**src/rtl/host_par_pkg.sv**
```systemverilog
// Package host_par_pkg
// Shared types for the parallel host bus slave.
// Assumes an 8-bit host data bus by default.
package host_par_pkg;
    localparam int BUS_W = 8;

    // Target selected by the data/command line.
    typedef enum logic {
        TGT_CTRL = 1'b0,
        TGT_PIX  = 1'b1
    } tgt_e;

    // Write capture record: target plus byte.
    typedef struct packed {
        tgt_e             tgt;
        logic [BUS_W-1:0] byte_v;
    } wcap_t;
endpackage

```
**src/rtl/host_par_sync.sv**
```systemverilog
// Module host_par_sync
// Per-bit multi-flop synchroniser for asynchronous host pins.
// Assumes each bit is an independent level signal; RST_VAL gives the idle level.
module host_par_sync #(
    parameter int            N       = 4,
    parameter int            STAGES  = 2,
    parameter logic [N-1:0]  RST_VAL = '0
) (
    input  logic         clk,
    input  logic         rst_n,
    input  logic [N-1:0] async_i,
    output logic [N-1:0] sync_o
);
    localparam int LAST = STAGES - 1;

    for (genvar b = 0; b < N; b++) begin : g_bit
        logic [LAST:0] chain;

        // Shift the raw pin through STAGES flops.
        always_ff @(posedge clk) begin
            if (!rst_n) begin
                chain <= {STAGES{RST_VAL[b]}};
            end else if (STAGES == 1) begin
                chain[0] <= async_i[b];
            end else begin
                chain <= {chain[LAST-1 + (STAGES == 1 ? 1 : 0):0], async_i[b]};
            end
        end

        assign sync_o[b] = chain[LAST];
    end
endmodule

```
**src/rtl/host_par_wr.sv**
```systemverilog
// Module host_par_wr
// Write path: captures byte and target while the synchronised write strobe is low,
// and emits one pulse per rising edge of that strobe while selected.
// Assumes the host keeps data and data/command stable for two clocks after the rise.
module host_par_wr
    import host_par_pkg::*;
#(
    parameter int DW = BUS_W
) (
    input  logic          clk,
    input  logic          rst_n,
    input  logic          sel,
    input  logic          wr_n_s,
    input  logic          dc_i,
    input  logic [DW-1:0] data_i,
    output logic          cmd_valid,
    output logic          pix_valid,
    output logic [DW-1:0] wbyte
);
    logic          wr_prev;
    logic          wr_rise;
    tgt_e          hold_tgt;
    logic [DW-1:0] hold_byte;

    assign wr_rise = sel & wr_n_s & ~wr_prev;

    // Remember the previous synchronised strobe level.
    always_ff @(posedge clk) begin
        if (!rst_n) wr_prev <= 1'b1;
        else        wr_prev <= wr_n_s;
    end

    // Hold the bus byte and target while the strobe is low.
    always_ff @(posedge clk) begin
        if (!rst_n) begin
            hold_tgt  <= TGT_CTRL;
            hold_byte <= '0;
        end else if (!wr_n_s) begin
            hold_tgt  <= tgt_e'(dc_i);
            hold_byte <= data_i;
        end
    end

    // Issue one pulse towards the chosen target on each rise.
    always_ff @(posedge clk) begin
        if (!rst_n) begin
            cmd_valid <= 1'b0;
            pix_valid <= 1'b0;
            wbyte     <= '0;
        end else begin
            cmd_valid <= wr_rise & (hold_tgt == TGT_CTRL);
            pix_valid <= wr_rise & (hold_tgt == TGT_PIX);
            if (wr_rise) wbyte <= hold_byte;
        end
    end
endmodule

```
**src/rtl/host_par_rd.sv**
```systemverilog
// Module host_par_rd
// Read path: serves status reads directly and display reads from a prefetch latch,
// refilling the latch by request/acknowledge. An address load cancels a fetch.
// Assumes the next display read falls only after the previous fetch has finished.
module host_par_rd
    import host_par_pkg::*;
#(
    parameter int DW = BUS_W
) (
    input  logic          clk,
    input  logic          rst_n,
    input  logic          sel,
    input  logic          rd_n_s,
    input  logic          wr_n_s,
    input  logic          dc_i,
    input  logic [DW-1:0] status_i,
    input  logic          fetch_ack,
    input  logic [DW-1:0] fetch_byte,
    input  logic          addr_load,
    output logic          fetch_req,
    output logic [DW-1:0] rdata,
    output logic          rdata_oe
);
    logic          rd_prev;
    logic          rd_fall;
    logic          pix_rd;
    logic [DW-1:0] latch_q;

    assign rd_fall = sel & ~rd_n_s & rd_prev;
    assign pix_rd  = rd_fall & (tgt_e'(dc_i) == TGT_PIX);

    // Track the previous synchronised read strobe level.
    always_ff @(posedge clk) begin
        if (!rst_n) rd_prev <= 1'b1;
        else        rd_prev <= rd_n_s;
    end

    // Drive enable: selected, reading, not writing.
    always_ff @(posedge clk) begin
        if (!rst_n) rdata_oe <= 1'b0;
        else        rdata_oe <= sel & ~rd_n_s & wr_n_s;
    end

    // Load the returned byte on a read strobe fall.
    always_ff @(posedge clk) begin
        if (!rst_n)       rdata <= '0;
        else if (rd_fall) rdata <= pix_rd ? latch_q : status_i;
    end

    // Fetch request: cancel on address load, raise on display read, drop on ack.
    always_ff @(posedge clk) begin
        if (!rst_n)                      fetch_req <= 1'b0;
        else if (addr_load)              fetch_req <= 1'b0;
        else if (pix_rd)                 fetch_req <= 1'b1;
        else if (fetch_ack)              fetch_req <= 1'b0;
    end

    // Prefetch latch: accept an acknowledged byte unless cancelled.
    always_ff @(posedge clk) begin
        if (!rst_n)                                 latch_q <= '0;
        else if (fetch_req & fetch_ack & ~addr_load) latch_q <= fetch_byte;
    end
endmodule

```
**src/rtl/host_par_port.sv**
```systemverilog
// Module host_par_port
// Top of the parallel host bus slave: synchronises select and strobe pins,
// then hands them to the write path and the read/prefetch path.
// Assumes data and data/command pins are stable around every strobe.
module host_par_port
    import host_par_pkg::*;
#(
    parameter int DW          = BUS_W,
    parameter int SYNC_STAGES = 2
) (
    input  logic          clk,
    input  logic          rst_n,
    input  logic          bus_sel_n,
    input  logic          bus_sel,
    input  logic          bus_rd_n,
    input  logic          bus_wr_n,
    input  logic          bus_dc,
    input  logic [DW-1:0] bus_d_i,
    output logic [DW-1:0] bus_d_o,
    output logic          bus_d_oe,
    input  logic [DW-1:0] status_i,
    output logic          cmd_valid,
    output logic [DW-1:0] cmd_byte,
    output logic          pix_wr_valid,
    output logic [DW-1:0] pix_wr_byte,
    output logic          pix_rd_req,
    input  logic          pix_rd_ack,
    input  logic [DW-1:0] pix_rd_byte,
    input  logic          addr_load
);
    localparam int           NPIN    = 4;
    localparam logic [3:0]   PIN_IDLE = 4'b1011; // sel_n, sel, rd_n, wr_n

    logic [NPIN-1:0] pins_s;
    logic            sel_s;
    logic [DW-1:0]   wbyte;

    host_par_sync #(
        .N       (NPIN),
        .STAGES  (SYNC_STAGES),
        .RST_VAL (PIN_IDLE)
    ) u_sync (
        .clk     (clk),
        .rst_n   (rst_n),
        .async_i ({bus_sel_n, bus_sel, bus_rd_n, bus_wr_n}),
        .sync_o  (pins_s)
    );

    assign sel_s = ~pins_s[3] & pins_s[2];

    host_par_wr #(.DW(DW)) u_wr (
        .clk       (clk),
        .rst_n     (rst_n),
        .sel       (sel_s),
        .wr_n_s    (pins_s[0]),
        .dc_i      (bus_dc),
        .data_i    (bus_d_i),
        .cmd_valid (cmd_valid),
        .pix_valid (pix_wr_valid),
        .wbyte     (wbyte)
    );

    assign cmd_byte    = wbyte;
    assign pix_wr_byte = wbyte;

    host_par_rd #(.DW(DW)) u_rd (
        .clk        (clk),
        .rst_n      (rst_n),
        .sel        (sel_s),
        .rd_n_s     (pins_s[1]),
        .wr_n_s     (pins_s[0]),
        .dc_i       (bus_dc),
        .status_i   (status_i),
        .fetch_ack  (pix_rd_ack),
        .fetch_byte (pix_rd_byte),
        .addr_load  (addr_load),
        .fetch_req  (pix_rd_req),
        .rdata      (bus_d_o),
        .rdata_oe   (bus_d_oe)
    );
endmodule

```
**config.mk**
```make
export PLATFORM = sky130hd
export DESIGN_NAME = host_par_port
export DESIGN_NICKNAME = d
export VERILOG_FILES = /design/src/rtl/host_par_pkg.sv /design/src/rtl/host_par_sync.sv /design/src/rtl/host_par_wr.sv /design/src/rtl/host_par_rd.sv /design/src/rtl/host_par_port.sv
export SDC_FILE = /design/constraint.sdc
export NUM_CORES = 1
export LEC_CHECK = 0
export BUFFER_PORTS_ARGS = -buffer_cell sky130_fd_sc_hd__buf_2
export CAP_MARGIN = 20
export CORE_MARGIN = 2
export CORE_UTILIZATION = 53
export DETAILED_ROUTE_END_ITERATION = 16
export MAX_ROUTING_LAYER = met4
export PLACE_DENSITY_LB_ADDON = 0.1
export SETUP_SLACK_MARGIN = 0.5
export SLEW_MARGIN = 10
export SYNTH_ARGS = -nofsm -noshare
export SYNTH_HDL_FRONTEND = slang
export SYNTH_SLANG_ARGS = --single-unit
export TNS_END_PERCENT = 5
```
**constraint.sdc**
```tcl
create_clock -name clk -period 2.3 [get_ports clk]
set_input_delay 0.23 -clock clk [delete_from_list [all_inputs] [get_ports clk]]
set_output_delay 0.23 -clock clk [all_outputs]
set_load 0.1 [all_outputs]
```
==> results_dict.tcl, run 1 <==
set metrics [dict create \
    outcome "finished, final reports clean" \
    synth_top_area_share_pct 52.0 \
    min_period_ns 1.61 \
    setup_viol 0 \
    power_leakage_nw 1.13 \
    port_buffers 60 \
    whs_ns 0.0255 \
    slew_headroom_pct 47.2 \
    switching_power_w 0.000307 \
    netlist_area_mm2 0.00181 \
    r2r_start "u_sync.g_bit[0].chain[1]" \
    firstDrtPassIters 3 \
    fp.dieArea_mm2 0.00390 \
    finClkSkew_ns 0.0200 \
    tns_ns 0 \
    dr.first_iter.drc_count 69 \
    cp_max_fo 17 \
    worstPathRequired_ns 2.54 \
    die_w_um 62.4 \
    diodes 0 \
    clk_latency_ns 0.37 \
    grt.total_usage_pct 17.8 \
    worstMarginPinSlew_ns 0.792 \
    met2_usage_pct 28.0 \
    synth_nets 203 \
    hold_viol_final 0 \
    antenna_found_initial 0 \
    power_density_mw_per_mm2 710 \
    cts_tree "built" \
    grt_pass1_wl_mm 5.28 \
    post_cts_resized 0 \
    syn_avg_cell_area_um2 10.6 \
    clkTransAtPathRegs_ns 0.15 \
    drt.antenna.violating_nets 0 \
    grt_max_degree 55 \
    p_int_w 0.00121 \
    hp-class "in -> reg" \
    vias_per_cell 4.86 \
    overflow 0 \
    fmax_mhz 621 \
    crit_path_end_kind "flop" \
    peakVddDrop_mv 0.560 \
    holdCritStartpoint "addr_load" \
    max_stage_delay_ns 0.54 \
    period_share_pct 70.0 \
    yosysWarnings 0 \
    hold_buffers 0 \
    seqPwrFrac_pct 54.9 \
    cts_made_buffers 5 \
    slowest_stage "nand4bb_1" \
    yosysTopAreaCell "dfxtp_1" \
    grtUsageMet1_pct 20.7 \
    drive_above_1_share_pct 32.1 \
    post_cts_buffers 0 \
    cts_sinks 47 \
    synth_cell_types 23 \
    clockBufferDepth 2 \
    rsz0062_at_grt "no" \
    switching_share_pct 20.3 \
    cts_root_buf "clkbuf_4" \
    synthTopCellsByArea "dfxtp_1, mux2i_1, nor2b_1" \
    die_h_um 62.4 \
    drc_errors 0 \
    wl_per_cell_um 11.7 \
    critPathArrivalTime_ns 1.85 \
    top_usage_layer "met2" \
    criticalPathCategory "reg -> reg" \
    gp_congestion 0.711 \
    critPathLaunch "u_sync.g_bit[0].chain[1]" \
    num_vias 1284 \
    grt_pass1_vias 1210 \
    clockPowerShare_pct 39.8 \
    nets 250 \
    comb_power_share_pct 5.3 \
    dp_hpwl_mm 2.13 \
    core_area_mm2 0.00331 \
    start_kind "flop" \
    ys_ff_latch 47 \
    htreeDepth 2 \
    floorplan.io_pins 61 \
    nFillCells 312 \
    crit_chain "buf_4 > nand4bb_1 > nand3_1 > o21ai_0" \
    initial_core_util_pct 54.7 \
    fp-row-count 21 \
    syn_to_final_growth_pct 17.9 \
    synth_cells 170 \
    routed_wl_mm 3.10 \
    seq_area_frac_synth_pct 52.0 \
    slew_viol_final 0 \
    cap_violations 0 \
    met3_usage_pct 4.68 \
    final_core_util_pct 64.5 \
]
per-layer routing:
metal / routed length [um] / up-vias
met5: 0 / -
met4: 52 / 0
met3: 193 / 7
met2: 1450 / 46
met1: 1400 / 579
li1: - / 652
worst paths after layout:
check,end,slack (ns),cells after the start
worst max register to register,u_wr.wbyte[6],0.69,4
worst min register to register,u_sync.g_bit[0].chain[1],0.40,1
worst max-delay path,u_wr.wbyte[6],0.69,4
worst min-delay path,u_rd.fetch_req,0.03,2
cell type report:
type	instances	area [um2]	area share [%]
clock inverters	3	67.6	3.17
well taps	46	57.6	2.70
repair buffers	61	308	14.4
multi-input cells	102	723	33.9
clock buffers	5	37.5	1.76
flip-flops and latches	47	941	44.1
cell usage in the layout (no fill, tap or decap):
| cell type | count |
|---|---|
| buf_2 | 60 |
| dfxtp_1 | 47 |
| mux2i_1 | 25 |
| nor2b_1 | 18 |
| nand2_1 | 16 |
| nand2b_1 | 8 |
| o211a_1 | 8 |
| nand3_1 | 8 |
| o21ai_0 | 7 |
| clkbuf_4 | 5 |
| nand3b_1 | 2 |
| and2_1 | 2 |
| bufinv_16 | 2 |
| and4bb_1 | 1 |
| a21oi_1 | 1 |
| nor3b_1 | 1 |
| nor2_1 | 1 |
| nand4bb_1 | 1 |
| o21ai_1 | 1 |
| nor4bb_1 | 1 |
| nor3b_2 | 1 |
| clkinvlp_4 | 1 |
| buf_4 | 1 |
power by group through the flow:
| stage | logic [W] | clock network, W | registers (W) |
|---|---|---|---|
| detailed placement | 0.0000812 | 0 | 0.000851 |
| global placement | 0.0000789 | 0 | 0.000850 |
| CTS | 0.0000812 | 0.000613 | 0.000833 |
| global route | 0.0000893 | 0.000652 | 0.000834 |
| finish | 0.0000804 | 0.000603 | 0.000833 |
| floorplan | 0.0000468 | 0 | 0.000852 |
flip-flops by register name (all words and copies together) (netlist names), 8 cells and up:
register	count
u_sync.g_bit.chain	8
u_wr.hold_byte	8
u_rd.rdata	8
u_rd.latch_q	8
u_wr.wbyte	8
cells in the mapped netlist (all sizes together):
cell type   n
nor4bb      1
o211a       8
dfxtp      47
buf        18
nand2b      8
o21ai       8
nor3b       2
and4bb      1
nand4bb     1
a21oi       1
and2        2
nor2b      18
nand3       8
nand3b      2
nor2        1
clkbuf      3
nand2      16
mux2i      25
cell families (layout without fill, tap and decap cells):
| group | count (synthesis) | after routing | share of synthesized area (%) |
|---|---|---|---|
| multiplexers | 25 | 25 | 13.8 |
| AND/OR/NAND/NOR | 60 | 60 | 19.2 |
| buffers and inverters | 21 | 69 | 8.09 |
| AO/OA/AOI/OAI | 17 | 17 | 6.91 |
| flip-flops | 47 | 47 | 52.0 |
worst max-delay path: cells and delay by family (launching register included):
family,cells,cell delay [ns]
simple gates,2,0.81
buf+inv,1,0.21
compound gates,1,0.11
flops,1,0.34
metrics by stage:
step,instances,setup WS [ns],power (W),area [um2]
6_report,264,0.691,0.00152,2130
2_1_floorplan,170,0.697,0.000899,1810
5_1_grt,264,0.501,0.00158,2130
3_3_place_gp,256,0.836,0.000929,2030
3_5_place_dp,256,0.744,0.000932,2030
4_1_cts,264,0.696,0.00153,2130
No activity file was read; power rests on OpenSTA's default activity.
==> run 2: changes to the inputs <==
--- a/config.mk
+++ b/config.mk
@@ -8,7 +8,7 @@
 export BUFFER_PORTS_ARGS = -buffer_cell sky130_fd_sc_hd__buf_2
 export CAP_MARGIN = 20
 export CORE_MARGIN = 2
-export CORE_UTILIZATION = 53
+export CORE_UTILIZATION = 49
 export DETAILED_ROUTE_END_ITERATION = 16
 export MAX_ROUTING_LAYER = met4
 export PLACE_DENSITY_LB_ADDON = 0.1
==> constraint.sdc (replaced) <==
create_clock -name clk -period 1.5 [get_ports clk]
set_input_delay 0.15 -clock clk [delete_from_list [all_inputs] [get_ports clk]]
set_output_delay 0.15 -clock clk [all_outputs]
set_load 0.1 [all_outputs]
==> run 2 against run 1 <==
Clock-buffer cell count up 1. Non-clock buffer count increased by 8. Sequential power is 51% higher. Die area up 7.6%. Critical path type unchanged.
==> results_dict.tcl, run 2 (synthesis gave the netlist of run 1 again) <==
set metrics [dict create \
    mostFrequentLayoutCell "buf_2" \
    drive_above_1_share_pct 43.8 \
    tns_ns 0 \
    dr.first_iter.drc_count 70 \
    routed_wl_mm 3.48 \
    whs_ns 0.0322 \
    critPathArrivalTime_ns 1.33 \
    die_h_um 64.8 \
    fp.dieArea_mm2 0.00420 \
    gp_congestion 0.652 \
    rr_worst_depth 4 \
    grt.total_usage_pct 17.4 \
    syn_to_final_growth_pct 33.5 \
    antenna_found_initial 0 \
    finalNonFillerCells 274 \
    drt.antenna.violating_nets 0 \
    hp-class "in -> reg" \
    die_w_um 64.8 \
    port_buffers 60 \
    crit_path_end_kind "flop" \
    overflow 0 \
    slew_headroom_pct 79.1 \
    grt_pass1_vias 1220 \
    r2r_start "u_sync.g_bit[3].chain[1]" \
    fmax_mhz 906 \
    clk_latency_ns 0.30 \
    grt_pass1_wl_mm 5.34 \
    cts_tree "built" \
    dp_hpwl_mm 2.33 \
    cap_violations 0 \
    min_period_ns 1.10 \
    holdCritStartpoint "bus_sel_n" \
    cts_sinks 47 \
    clkTransAtPathRegs_ns 0.09 \
    firstDrtPassIters 4 \
    clockBufferDepth 2 \
    critPathLaunch "u_sync.g_bit[3].chain[1]" \
    floorplan.io_pins 61 \
    rsz0062_at_grt "yes" \
    rrSetupSlack_ns 0.40 \
    cp_max_fo 5 \
    holdPathEnd "u_sync.g_bit[3].chain[0]" \
    nets 258 \
    criticalPathCategory "reg -> reg" \
    cts_root_buf "clkbuf_8" \
    worstMarginPinSlew_ns 0.314 \
    hold_depth 2 \
    grt_max_degree 23 \
    final_core_util_pct 67.0 \
    cts_made_buffers 5 \
    regArea_um2 987 \
    num_vias 1305 \
    numPlacedInstances 262 \
    finClkSkew_ns 0.00676 \
    core_area_mm2 0.00361 \
    initial_core_util_pct 50.2 \
    setup_viol 0 \
    worstPathRequired_ns 1.72 \
    fp-row-count 22 \
    drc_errors 0 \
    wl_per_cell_um 12.7 \
    hold_viol_final 0 \
    outcome "finished, final reports clean" \
    power_density_mw_per_mm2 993 \
    period_share_pct 73.6 \
    vias_per_cell 4.76 \
    start_kind "flop" \
    htreeDepth 2 \
    nFillCells 291 \
    final_cell_mix "buf_2, dfxtp_1, mux2i_1" \
    slew_viol_final 0 \
    diodes 0 \
    peakVddDrop_mv 0.704 \
    r2r-end "u_rd.fetch_req" \
    finalPower_w 0.00240 \
    multi_input_area_um2 739 \
    power_leakage_nw 1.20 \
]
run 2: cell types whose count changed in the layout (fill, tap and decap cells not counted), moves of 5 or more:
cell,previous run,this run
buf_2,60,33
dfxtp_4,0,9
buf_4,1,20
dfxtp_2,0,10
clkbuf_8,0,5
dfxtp_1,47,28
run 2: worst max-delay path, cell delays in order (launching register included):
cell	delay, ns
dfxtp_2	0.33
and4bb_2	0.33
buf_6	0.14
a21oi_4	0.05
nor3b_2	0.17
run 2: area by class of cell:
| cell class | instances | area share (%) |
|---|---|---|
| repair buffers | 69 | 20.7 |
| multi-input cells | 102 | 30.6 |
| flip-flops and latches | 47 | 40.8 |
| well taps | 48 | 2.48 |
| clock buffers | 6 | 3.88 |
| clock inverters | 2 | 1.55 |
run 2: per-stage QoR:
step	instance area, um2	setup slack, ns
CTS	2320	0.285
global route	2420	0.359
finish	2420	0.397
detailed placement	2110	0.286
global placement	2110	0.371
floorplan	1860	0.404
run 2: timing repair:
action                                 CTS  global route
setup endpoints to repair               61            62
gates cloned                             0             2
pin swaps                                1             3
endpoints found under the hold margin    1             0
buffers inserted                         1             0
hold buffers                             1             0
gates resized for setup                 23            30
run 2: layer usage:
metal | global-route usage [%] | vias up | wire [um]
met5 | - | - | 0
met4 | 10.1 | 0 | 59
met3 | 3.82 | 9 | 248
met2 | 30.3 | 50 | 1710
met1 | 18.0 | 576 | 1470
li1 | - | 670 | -
run 2: power by group:
part	internal, W	leakage (nW)	switching (W)
Clock	0.000597	0.0626	0.000412
Combinational	0.0000717	0.741	0.0000588
Sequential	0.00125	0.392	0.00000995
Total	0.00192	1.20	0.000480
run 2: how the worst max path moves through the flow:
stage                     slack [ns]              end  cells past startpoint
after CTS                       0.29       bus_d_o[1]                      1
after global routing            0.36    u_rd.rdata[5]                      3
after global placement          0.37  u_rd.latch_q[2]                      4
after detailed placement        0.29  u_rd.latch_q[5]                      4
after floorplan                 0.40  u_rd.latch_q[0]                      4
final                           0.40   u_rd.fetch_req                      4
==> run 3: changes to the inputs <==
==> constraint.sdc (replaced) <==
create_clock -name clk -period 1.1 [get_ports clk]
set_input_delay 0.11 -clock clk [delete_from_list [all_inputs] [get_ports clk]]
set_output_delay 0.11 -clock clk [all_outputs]
set_load 0.1 [all_outputs]
==> run 3 against run 2 <==
The run now ends with hold timing left. Final cell count fell by 1.1%. Clock-buffer cell count rose by 1. Cell area is 15% higher. Clock skew rose by 0.0032 ns. Combinational power increased by 58%. Largest power group unchanged. Register-to-register slack worse by 0.39 ns. Worst setup slack worse by 0.39 ns. Total power up 31%. Sequential cell count is the same. Routed wire length up 12%. Non-clock buffer count fell by 3.
==> results_dict.tcl, run 3 (synthesis gave the netlist of run 1 again) <==
set metrics [dict create \
    outcome "complete, but fails checks" \
    grt.total_usage_pct 20.0 \
    final_core_util_pct 77.4 \
    syn_to_final_growth_pct 54.2 \
    grt_pass1_wl_mm 6.07 \
    slew_headroom_pct 77.9 \
    numPlacedInstances 263 \
    overflow 0 \
    final_cell_mix "buf_2, buf_12, dfxtp_1" \
    routed_wl_mm 3.92 \
    cts_tree "built" \
    cp-endpoint "u_rd.rdata[0]" \
    port_buffers 60 \
    finalNonFillerCells 271 \
    hold_viol_final 3 \
    floorplan.io_pins 61 \
    clkTransAtPathRegs_ns 0.09 \
    power_density_mw_per_mm2 1120 \
    holdCritStartpoint "bus_rd_n" \
    clk_latency_ns 0.31 \
    switching_power_w 0.000682 \
    clockPowerShare_pct 38.8 \
    wl_per_cell_um 14.5 \
    vias_per_cell 5.14 \
    switching_share_pct 21.7 \
    initial_core_util_pct 50.2 \
    cap_violations 0 \
    fmax_mhz 911 \
    grt_pass1_vias 1333 \
    firstDrtPassIters 4 \
    die_h_um 64.8 \
    criticalPathCategory "reg -> reg" \
    whs_ns -0.0220 \
    gp_congestion 0.686 \
    die_w_um 64.8 \
    critPathArrivalTime_ns 1.29 \
    min_period_ns 1.10 \
    regArea_um2 998 \
    setup_ws_ns 0.00255 \
    cts_sinks 47 \
    critPathLaunch "u_sync.g_bit[3].chain[1]" \
    drc_errors 0 \
    rr_worst_depth 4 \
    dp_hpwl_mm 2.63 \
    r2r-end "u_rd.rdata[0]" \
    hp-class "in -> reg" \
    fp-row-count 22 \
    grt_max_degree 31 \
    start_kind "flop" \
    violations "hold timing" \
    nFillCells 237 \
    worstPathRequired_ns 1.30 \
    rrSetupSlack_ns 0.003 \
    num_vias 1392 \
    drt.antenna.violating_nets 0 \
    worstMarginPinSlew_ns 0.332 \
    diodes 0 \
    nets 255 \
    multi_input_area_um2 801 \
    clockBufferDepth 2 \
    p_int_w 0.00245 \
    core_area_mm2 0.00361 \
    setup_viol 0 \
    comb_power_share_pct 6.5 \
    peakVddDrop_mv 0.957 \
    period_share_pct 99.8 \
    antenna_found_initial 0 \
    dr.first_iter.drc_count 33 \
    fp.dieArea_mm2 0.00420 \
    cts_made_buffers 5 \
    cp_max_fo 17 \
    finClkSkew_ns 0.0100 \
    seqPwrFrac_pct 54.7 \
    rsz0062_at_grt "yes" \
    slew_viol_final 0 \
    crit_path_end_kind "flop" \
    post_cts_buffers 0 \
    drive_above_1_share_pct 49.3 \
    power_leakage_nw 1.27 \
    pre_cts_ws_ns -0.0297 \
    htreeDepth 2 \
    cts_root_buf "clkbuf_8" \
    r2r_start "u_sync.g_bit[3].chain[1]" \
]
==> run 3: changes by cell type in the layout (fill, tap and decap cells not counted), sizes merged <==
cell / previous run / this run
bufinv: 1 / 0
buf: 60 / 66
clkinvlp: 1 / 0
clkbuf: 14 / 7
dlygate4sd3: 1 / 0
clkinv: 0 / 1
==> run 3: final cells by class <==
class / count / share of cell area [%]
flip-flops and latches: 47 / 35.8
repair buffers: 66 / 29.4
multi-input cells: 102 / 28.7
clock buffers: 7 / 3.85
well taps: 48 / 2.15
clock inverters: 1 / 0.179
==> run 3: what timing repair did <==
| action | 4_1_cts | 5_1_grt |
|---|---|---|
| endpoints found under the setup margin | 66 | 66 |
| pin swaps | 13 | 12 |
| gates resized for setup | 24 | 9 |
| hold endpoints to repair | 3 | 3 |
==> run 3: through the flow <==
step	setup TNS, ns	power (W)	area, um2
final	0	0.00314	2790
after global placement	0	0.00194	2570
after floorplan	0	0.00186	1860
after CTS	-0.0101	0.00315	2750
after detailed placement	-0.0297	0.00195	2570
after global routing	-0.191	0.00326	2790
==> run 3: worst max-delay path, cell delays in order, from the launching register on <==
cell and delay, ns:
dfxtp_2 0.34, and4bb_1 0.31, buf_12 0.15, nand2_1 0.06, o211a_1 0.12
==> run 3: power by group through the flow <==
stage | sequential, W | combinational (W) | clock, W
2_1_floorplan | 0.00176 | 0.0000978 | 0
3_3_place_gp | 0.00176 | 0.000180 | 0
3_5_place_dp | 0.00176 | 0.000187 | 0
4_1_cts | 0.00172 | 0.000197 | 0.00123
5_1_grt | 0.00172 | 0.000221 | 0.00132
6_report | 0.00171 | 0.000205 | 0.00122
==> run 3: how the worst min path moves through the flow <==
| stage | depth (start not counted) | end |
|---|---|---|
| after detailed placement | 2 | u_sync.g_bit[1].chain[0] |
| after floorplan | 1 | u_rd.fetch_req |
| after CTS | 2 | u_rd.fetch_req |
| after global routing | 2 | u_sync.g_bit[1].chain[0] |
| final | 2 | u_sync.g_bit[1].chain[0] |
| after global placement | 2 | u_rd.fetch_req |
==> run 3: metal layers <==
layer  track usage [%]  part of all wire [%]  wire length, um  vias up
met3              5.38                   5.6              218       10
met4              10.4                   2.2               85        0
met1              21.6                    41             1600      666
met2              33.8                    51             2020       49
li1                  -                     -                -      667
met5                 -                     0                0        -
